### config.mk
export PLATFORM = sky130hd
export DESIGN_NAME = spare_remap
export DESIGN_NICKNAME = d
export VERILOG_FILES = /design/src/rtl/spare_remap_pkg.sv /design/src/rtl/remap_bank.sv /design/src/rtl/remap_ctrl.sv /design/src/rtl/remap_dp.sv /design/src/rtl/spare_remap.sv
export SDC_FILE = /design/constraint.sdc
export NUM_CORES = 1
export LEC_CHECK = 0
export BUFFER_PORTS_ARGS = -buffer_cell sky130_fd_sc_hd__clkbuf_2
export CAP_MARGIN = 25
export CORE_MARGIN = 10
export CORE_UTILIZATION = 30
export DETAILED_ROUTE_END_ITERATION = 10
export PLACE_DENSITY = 0.58
export SYNTH_ARGS = -nofsm -noshare
export SYNTH_HDL_FRONTEND = slang
export SYNTH_SLANG_ARGS = --single-unit
### constraint.sdc
create_clock -name clk -period 3.4 [get_ports clk]
set_clock_uncertainty 0.05 [all_clocks]
set_input_delay 0.34 -clock clk [delete_from_list [all_inputs] [get_ports clk]]
set_output_delay 0.34 -clock clk [all_outputs]
set_load 0.02 [all_outputs]
### src/rtl/spare_remap_pkg.sv
package spare_remap_pkg;

  // Upper bound on spares per table; the strobe struct is sized to it.
  localparam int MAX_SPARES = 16;

  typedef struct packed {
    logic [MAX_SPARES-1:0] rowLoad;  // burn row entry k
    logic [MAX_SPARES-1:0] colLoad;  // burn column entry k
    logic                  reject;   // write refused
  } cfgStrobe_t;

endpackage

### src/rtl/remap_bank.sv
// One table of repair entries: storage, parallel compare, lowest-index pick.
module remap_bank #(
  parameter int N = 4,
  parameter int W = 10
) (
  input  logic         clk,
  input  logic         rstN,
  input  logic [N-1:0] load,
  input  logic [W-1:0] loadAddr,
  input  logic [W-1:0] addr,
  output logic [N-1:0] valid,
  output logic [N-1:0] sel,
  output logic         hit,
  output logic         conflict
);

  logic [W-1:0] entry [N];
  logic [N-1:0] match;

  always_ff @(posedge clk or negedge rstN) begin
    if (!rstN) begin
      valid <= '0;
      for (int k = 0; k < N; k++) entry[k] <= '0;
    end else begin
      for (int k = 0; k < N; k++) begin
        if (load[k]) begin
          valid[k] <= 1'b1;
          entry[k] <= loadAddr;
        end
      end
    end
  end

  generate
    for (genvar k = 0; k < N; k++) begin : gCmp
      assign match[k] = valid[k] && (entry[k] == addr);
    end
  endgenerate

  // Isolate the lowest set bit; any bit left over means a second match.
  assign sel      = match & (~match + 1'b1);
  assign conflict = |(match & (match - 1'b1));
  assign hit      = |match;

endmodule

### src/rtl/remap_ctrl.sv
// Decides whether a configuration write is accepted and which entry it burns.
module remap_ctrl
  import spare_remap_pkg::*;
#(
  parameter int N_ROW     = 4,
  parameter int N_COL     = 6,
  parameter int ROW_W     = 10,
  parameter int COL_W     = 8,
  parameter int ROW_REG_W = 4,
  parameter int COL_REG_W = 1,
  parameter bit SCOPED    = 1'b0,
  parameter int IDX_W     = 3,
  parameter int ADDR_W    = 10
) (
  input  logic              cfgWr,
  input  logic              cfgCol,
  input  logic [IDX_W-1:0]  cfgIdx,
  input  logic [ADDR_W-1:0] cfgAddr,
  input  logic [N_ROW-1:0]  rowValid,
  input  logic [N_COL-1:0]  colValid,
  output cfgStrobe_t        strobe
);

  logic rowInRange, colInRange, rowTaken, colTaken, rowRegionOk, colRegionOk;

  always_comb begin
    rowInRange = 1'b0;
    rowTaken   = 1'b0;
    for (int k = 0; k < N_ROW; k++) begin
      if (cfgIdx == IDX_W'(k)) begin
        rowInRange = 1'b1;
        rowTaken   = rowValid[k];
      end
    end
    colInRange = 1'b0;
    colTaken   = 1'b0;
    for (int k = 0; k < N_COL; k++) begin
      if (cfgIdx == IDX_W'(k)) begin
        colInRange = 1'b1;
        colTaken   = colValid[k];
      end
    end
  end

  generate
    if (SCOPED) begin : gScoped
      assign rowRegionOk = cfgAddr[ROW_W-1 -: ROW_REG_W] == ROW_REG_W'(cfgIdx);
      assign colRegionOk = cfgAddr[COL_W-1 -: COL_REG_W] == COL_REG_W'(cfgIdx);
    end else begin : gGlobal
      assign rowRegionOk = 1'b1;
      assign colRegionOk = 1'b1;
    end
  endgenerate

  always_comb begin
    strobe = '0;
    if (cfgWr) begin
      if (cfgCol) begin
        if (!colInRange || colTaken || !colRegionOk) strobe.reject = 1'b1;
        else strobe.colLoad[cfgIdx] = 1'b1;
      end else begin
        if (!rowInRange || rowTaken || !rowRegionOk) strobe.reject = 1'b1;
        else strobe.rowLoad[cfgIdx] = 1'b1;
      end
    end
  end

endmodule

### src/rtl/remap_dp.sv
// Datapath: the two entry tables, the error register and the output stage.
module remap_dp
  import spare_remap_pkg::*;
#(
  parameter int N_ROW   = 4,
  parameter int N_COL   = 6,
  parameter int ROW_W   = 10,
  parameter int COL_W   = 8,
  parameter int ADDR_W  = 10,
  parameter bit REG_OUT = 1'b0
) (
  input  logic              clk,
  input  logic              rstN,
  input  cfgStrobe_t        strobe,
  input  logic [ADDR_W-1:0] cfgAddr,
  input  logic [ROW_W-1:0]  rowAddr,
  input  logic [COL_W-1:0]  colAddr,
  output logic [N_ROW-1:0]  rowValid,
  output logic [N_COL-1:0]  colValid,
  output logic              cfgErr,
  output logic [ROW_W-1:0]  rowAddrOut,
  output logic [COL_W-1:0]  colAddrOut,
  output logic              rowMainEn,
  output logic              colMainEn,
  output logic [N_ROW-1:0]  rowSpareSel,
  output logic [N_COL-1:0]  colSpareSel,
  output logic              rowHit,
  output logic              colHit,
  output logic              rowConflict,
  output logic              colConflict
);

  logic [N_ROW-1:0] rSel;
  logic [N_COL-1:0] cSel;
  logic             rHit, cHit, rCf, cCf;

  remap_bank #(.N(N_ROW), .W(ROW_W)) rowBank_i (
    .clk(clk), .rstN(rstN), .load(strobe.rowLoad[N_ROW-1:0]),
    .loadAddr(cfgAddr[ROW_W-1:0]), .addr(rowAddr), .valid(rowValid),
    .sel(rSel), .hit(rHit), .conflict(rCf));

  remap_bank #(.N(N_COL), .W(COL_W)) colBank_i (
    .clk(clk), .rstN(rstN), .load(strobe.colLoad[N_COL-1:0]),
    .loadAddr(cfgAddr[COL_W-1:0]), .addr(colAddr), .valid(colValid),
    .sel(cSel), .hit(cHit), .conflict(cCf));

  generate
    if (N_ROW < MAX_SPARES) begin : gRowSpareBits
      logic unusedRowLoad;
      assign unusedRowLoad = ^strobe.rowLoad[MAX_SPARES-1:N_ROW];
    end
    if (N_COL < MAX_SPARES) begin : gColSpareBits
      logic unusedColLoad;
      assign unusedColLoad = ^strobe.colLoad[MAX_SPARES-1:N_COL];
    end
  endgenerate

  always_ff @(posedge clk or negedge rstN) begin
    if (!rstN) cfgErr <= 1'b0;
    else       cfgErr <= strobe.reject;
  end

  generate
    if (REG_OUT) begin : gRegOut
      always_ff @(posedge clk or negedge rstN) begin
        if (!rstN) begin
          rowAddrOut  <= '0;
          colAddrOut  <= '0;
          rowMainEn   <= 1'b1;
          colMainEn   <= 1'b1;
          rowSpareSel <= '0;
          colSpareSel <= '0;
          rowHit      <= 1'b0;
          colHit      <= 1'b0;
          rowConflict <= 1'b0;
          colConflict <= 1'b0;
        end else begin
          rowAddrOut  <= rowAddr;
          colAddrOut  <= colAddr;
          rowMainEn   <= !rHit;
          colMainEn   <= !cHit;
          rowSpareSel <= rSel;
          colSpareSel <= cSel;
          rowHit      <= rHit;
          colHit      <= cHit;
          rowConflict <= rCf;
          colConflict <= cCf;
        end
      end
    end else begin : gCombOut
      assign rowAddrOut  = rowAddr;
      assign colAddrOut  = colAddr;
      assign rowMainEn   = !rHit;
      assign colMainEn   = !cHit;
      assign rowSpareSel = rSel;
      assign colSpareSel = cSel;
      assign rowHit      = rHit;
      assign colHit      = cHit;
      assign rowConflict = rCf;
      assign colConflict = cCf;
    end
  endgenerate

endmodule

### src/rtl/spare_remap.sv
module spare_remap
  import spare_remap_pkg::*;
#(
  parameter int N_ROW     = 4,
  parameter int N_COL     = 6,
  parameter int ROW_W     = 10,
  parameter int COL_W     = 8,
  parameter int ROW_REG_W = 4,
  parameter int COL_REG_W = 1,
  parameter bit SCOPED    = 1'b0,
  parameter bit REG_OUT   = 1'b0,
  localparam int MAX_N    = (N_ROW > N_COL) ? N_ROW : N_COL,
  localparam int IDX_W    = (MAX_N > 2) ? $clog2(MAX_N) : 1,
  localparam int ADDR_W   = (ROW_W > COL_W) ? ROW_W : COL_W
) (
  input  logic              clk,
  input  logic              rstN,
  input  logic              cfgWr,
  input  logic              cfgCol,
  input  logic [IDX_W-1:0]  cfgIdx,
  input  logic [ADDR_W-1:0] cfgAddr,
  output logic              cfgErr,
  input  logic [ROW_W-1:0]  rowAddr,
  input  logic [COL_W-1:0]  colAddr,
  output logic [ROW_W-1:0]  rowAddrOut,
  output logic [COL_W-1:0]  colAddrOut,
  output logic              rowMainEn,
  output logic              colMainEn,
  output logic [N_ROW-1:0]  rowSpareSel,
  output logic [N_COL-1:0]  colSpareSel,
  output logic              rowHit,
  output logic              colHit,
  output logic              rowConflict,
  output logic              colConflict
);

  cfgStrobe_t       strobe;
  logic [N_ROW-1:0] rowValid;
  logic [N_COL-1:0] colValid;

  remap_ctrl #(
    .N_ROW(N_ROW), .N_COL(N_COL), .ROW_W(ROW_W), .COL_W(COL_W),
    .ROW_REG_W(ROW_REG_W), .COL_REG_W(COL_REG_W), .SCOPED(SCOPED),
    .IDX_W(IDX_W), .ADDR_W(ADDR_W)
  ) ctrl_i (
    .cfgWr(cfgWr), .cfgCol(cfgCol), .cfgIdx(cfgIdx), .cfgAddr(cfgAddr),
    .rowValid(rowValid), .colValid(colValid), .strobe(strobe));

  remap_dp #(
    .N_ROW(N_ROW), .N_COL(N_COL), .ROW_W(ROW_W), .COL_W(COL_W),
    .ADDR_W(ADDR_W), .REG_OUT(REG_OUT)
  ) dp_i (
    .clk(clk), .rstN(rstN), .strobe(strobe), .cfgAddr(cfgAddr),
    .rowAddr(rowAddr), .colAddr(colAddr), .rowValid(rowValid),
    .colValid(colValid), .cfgErr(cfgErr), .rowAddrOut(rowAddrOut),
    .colAddrOut(colAddrOut), .rowMainEn(rowMainEn), .colMainEn(colMainEn),
    .rowSpareSel(rowSpareSel), .colSpareSel(colSpareSel), .rowHit(rowHit),
    .colHit(colHit), .rowConflict(rowConflict), .colConflict(colConflict));

endmodule

==> reports/qor.yml <==
status: "complete, no violations"
area_growth_pct: 13.2
critPathSlowestCell: "nor3_1"
die_h_microns: 152
relSlewSlack_pct: 51.7
fp.dieW_microns: 152
synth_ff_type: "dfrtp_1"
crit_required_ns: 3.01
setup_tns_ns: 0
grt_max_degree: 55
antenna_left: 0
hp-class: "in -> reg"
avgSynthCellArea_sq_um: 12.3
syn-num-nets: 458
crit_chain: "xnor2_1 > nand4_1 > nor3_1 > nor2_1 > and2_1 > and3_1 > clkbuf_2"
r2r_setup_slack_ns: 0.81
grt_pass1_wl_microns: 19500
cts_inserted_buffers: 9
vias_per_cell: 4.66
cts_root_buffer: "clkbuf_16"
synth.yosys.warnings: 0
core_sq_mm: 0.0172
clkSlewWorstSetupHoldPaths_ns: 0.07
crit_family: "simple AND/OR/NAND/NOR gates"
finalHoldViolations: 0
syn-instance-count: 423
critPathMaxFanout: 6
fin_ws_ns: 0.756
via_count: 3231
start_util_pct: 30.3
synthTopCellsByArea: "dfrtp_1 48%, mux2_2 19%, xnor2_1 14%, buf_4 3.0%, nand4_1 1.7%"
synth_area_sq_mm: 0.00520
rsz0062_at_grt: "no"
clock.fmax_mhz: 378
cts_tree: "yes"
end_kind: "output pin"
io_buffer_count: 69
cts_resized: 0
cts_max_level: 3
synth_top_area_share_pct: 47.6
critPathKind: "reg -> out"
cp.arrival_ns: 2.25
yosysSeqAreaShare_pct: 47.6
nets: 500
wl_microns: 12300
tightest_slew_ns: 0.718
drive_above_1_share_pct: 43.1
worstSkewPairLatency_ns: 0.34
drv_cap: 0
setup_viol: 0
wl_per_cell_microns: 17.7
place_ws_ns: 0.477
dp_hpwl_microns: 9160
period_share_pct: 77.8
antenna_found_initial: 0
yosysTopAreaCell: "dfrtp_1"
critPathBufInv: 1
grt_pass1_vias: 3458
hold_ws_ns: 0.214
num_rows: 48
dr.pass1.iters: 4
n_fill_cell: 1736
synth-edff-count: 0
vdd_ir_drop_max_v: 0.000246
drc_errors: 0
worstSetupStartpointType: "flop"
clk_path_buf_depth: 2
ys_seq_elements: 99
num_antenna_cells: 0
layout_commonest_cell: "dfrtp_1"
die-area_sq_mm: 0.0230
clock_sinks: 99
synth_cell_types: 46
cpPeakStageDelay_ns: 0.51
gp_congestion: 0.793
async_reset_ff_share_pct: 100
grt_use_total_pct: 11.1
leakage_nw: 2.50
grt_overflow: 0
p_per_area_mw_per_mm2: 564
slew_viol_final: 0
ios: 70
drt_iter0_drc: 139
most-common-layout-cells: "99 x dfrtp_1, 90 x mux2_2, 81 x xnor2_1"
fin_crit_ns: 2.64
worst register-to-register path, cell delays in order (launching register included):
cell	delay [ns]
dfrtp_1	0.41
mux4_2	0.49
or4b_4	0.54
nor4_4	0.56
mux2_2	0.42
final timing paths:
| check | from | to | cells past startpoint |
|---|---|---|---|
| max in group asynchronous | rstN | dp_i.rowBank_i.entry[19]$_DFFE_PN0P_ | 3 |
| min | cfgCol | dp_i.cfgErr$_DFF_PN0_ | 2 |
| max | dp_i.colBank_i.entry[35]$_DFFE_PN0P_ | colMainEn | 7 |
| min in group asynchronous | rstN | dp_i.colBank_i.entry[30]$_DFFE_PN0P_ | 2 |
| max reg2reg | dp_i.rowBank_i.valid[2]$_DFFE_PN0P_ | dp_i.rowBank_i.entry[38]$_DFFE_PN0P_ | 4 |
| min reg2reg | dp_i.colBank_i.valid[5]$_DFFE_PN0P_ | dp_i.colBank_i.valid[5]$_DFFE_PN0P_ | 1 |
where the power goes:
group	internal (W)	leakage [nW]	total [W]	switching, W
registers	0.00145	1.24	0.00164	0.000188
clock network	0.000509	0.132	0.000920	0.000411
logic	0.000441	1.13	0.000762	0.000321
metrics by stage:
stage	area, sq um	instances	total power [W]	utilization [%]
final	5890	694	0.00332	34.3
after CTS	5890	694	0.00337	34.3
after global routing	5890	694	0.00353	34.3
after global placement	5620	678	0.00240	32.7
after detailed placement	5620	678	0.00244	32.7
after floorplan	5200	423	0.00223	-
cell families after synthesis:
kind of cell / synth area share, %
buf+inv: 5.17
flops: 47.6
compound gates: 1.23
fa+ha+maj: 0.192
simple gates: 10.9
mux: 20.1
xor+xnor: 14.8
area by class of cell:
type / instances / area, sq um / area share, %
Tap cell: 225 / 282 / 4.78
Multi-Input combinational cell: 278 / 2460 / 41.7
Sequential cell: 99 / 2480 / 42.1
Clock buffer: 12 / 246 / 4.18
Timing Repair Buffer: 74 / 400 / 6.80
Clock inverter: 3 / 15.0 / 0.255
Inverter: 3 / 11.3 / 0.191
layer usage:
layer  global-route usage (%)  vias up  wire length (microns)  part of all wire, %
li1                         -     1519                      -                    -
met1                     14.5     1652                   5760                   47
met2                     18.4       49                   5990                   49
met3                     1.99       11                    417                  3.4
met4                     3.29        0                    122                 0.99
met5                        0        -                      0                    0
synth_stat cells, drive strengths merged (7+ instances only):
master   n
nand4   14
clkbuf  16
mux2    90
buf     27
nand3   12
nor2     9
or2     14
nor3    11
nand2    9
xor2     7
xnor2   81
dfrtp   99
what timing repair did:
item | CTS | global route
buffers inserted | 0 | 0
hold buffers | 1 | 0
endpoints found under the hold margin | 45 | 0
setup endpoints to repair | 0 | 0
state kept, by name, indices dropped and copies added, names as in the netlist:
register              cells
dp_i.colBank_i.entry     48
dp_i.rowBank_i.entry     40
dp_i.colBank_i.valid      6
dp_i.rowBank_i.valid      4
dp_i.cfgErr               1
Power figures use the tool's default switching activity.
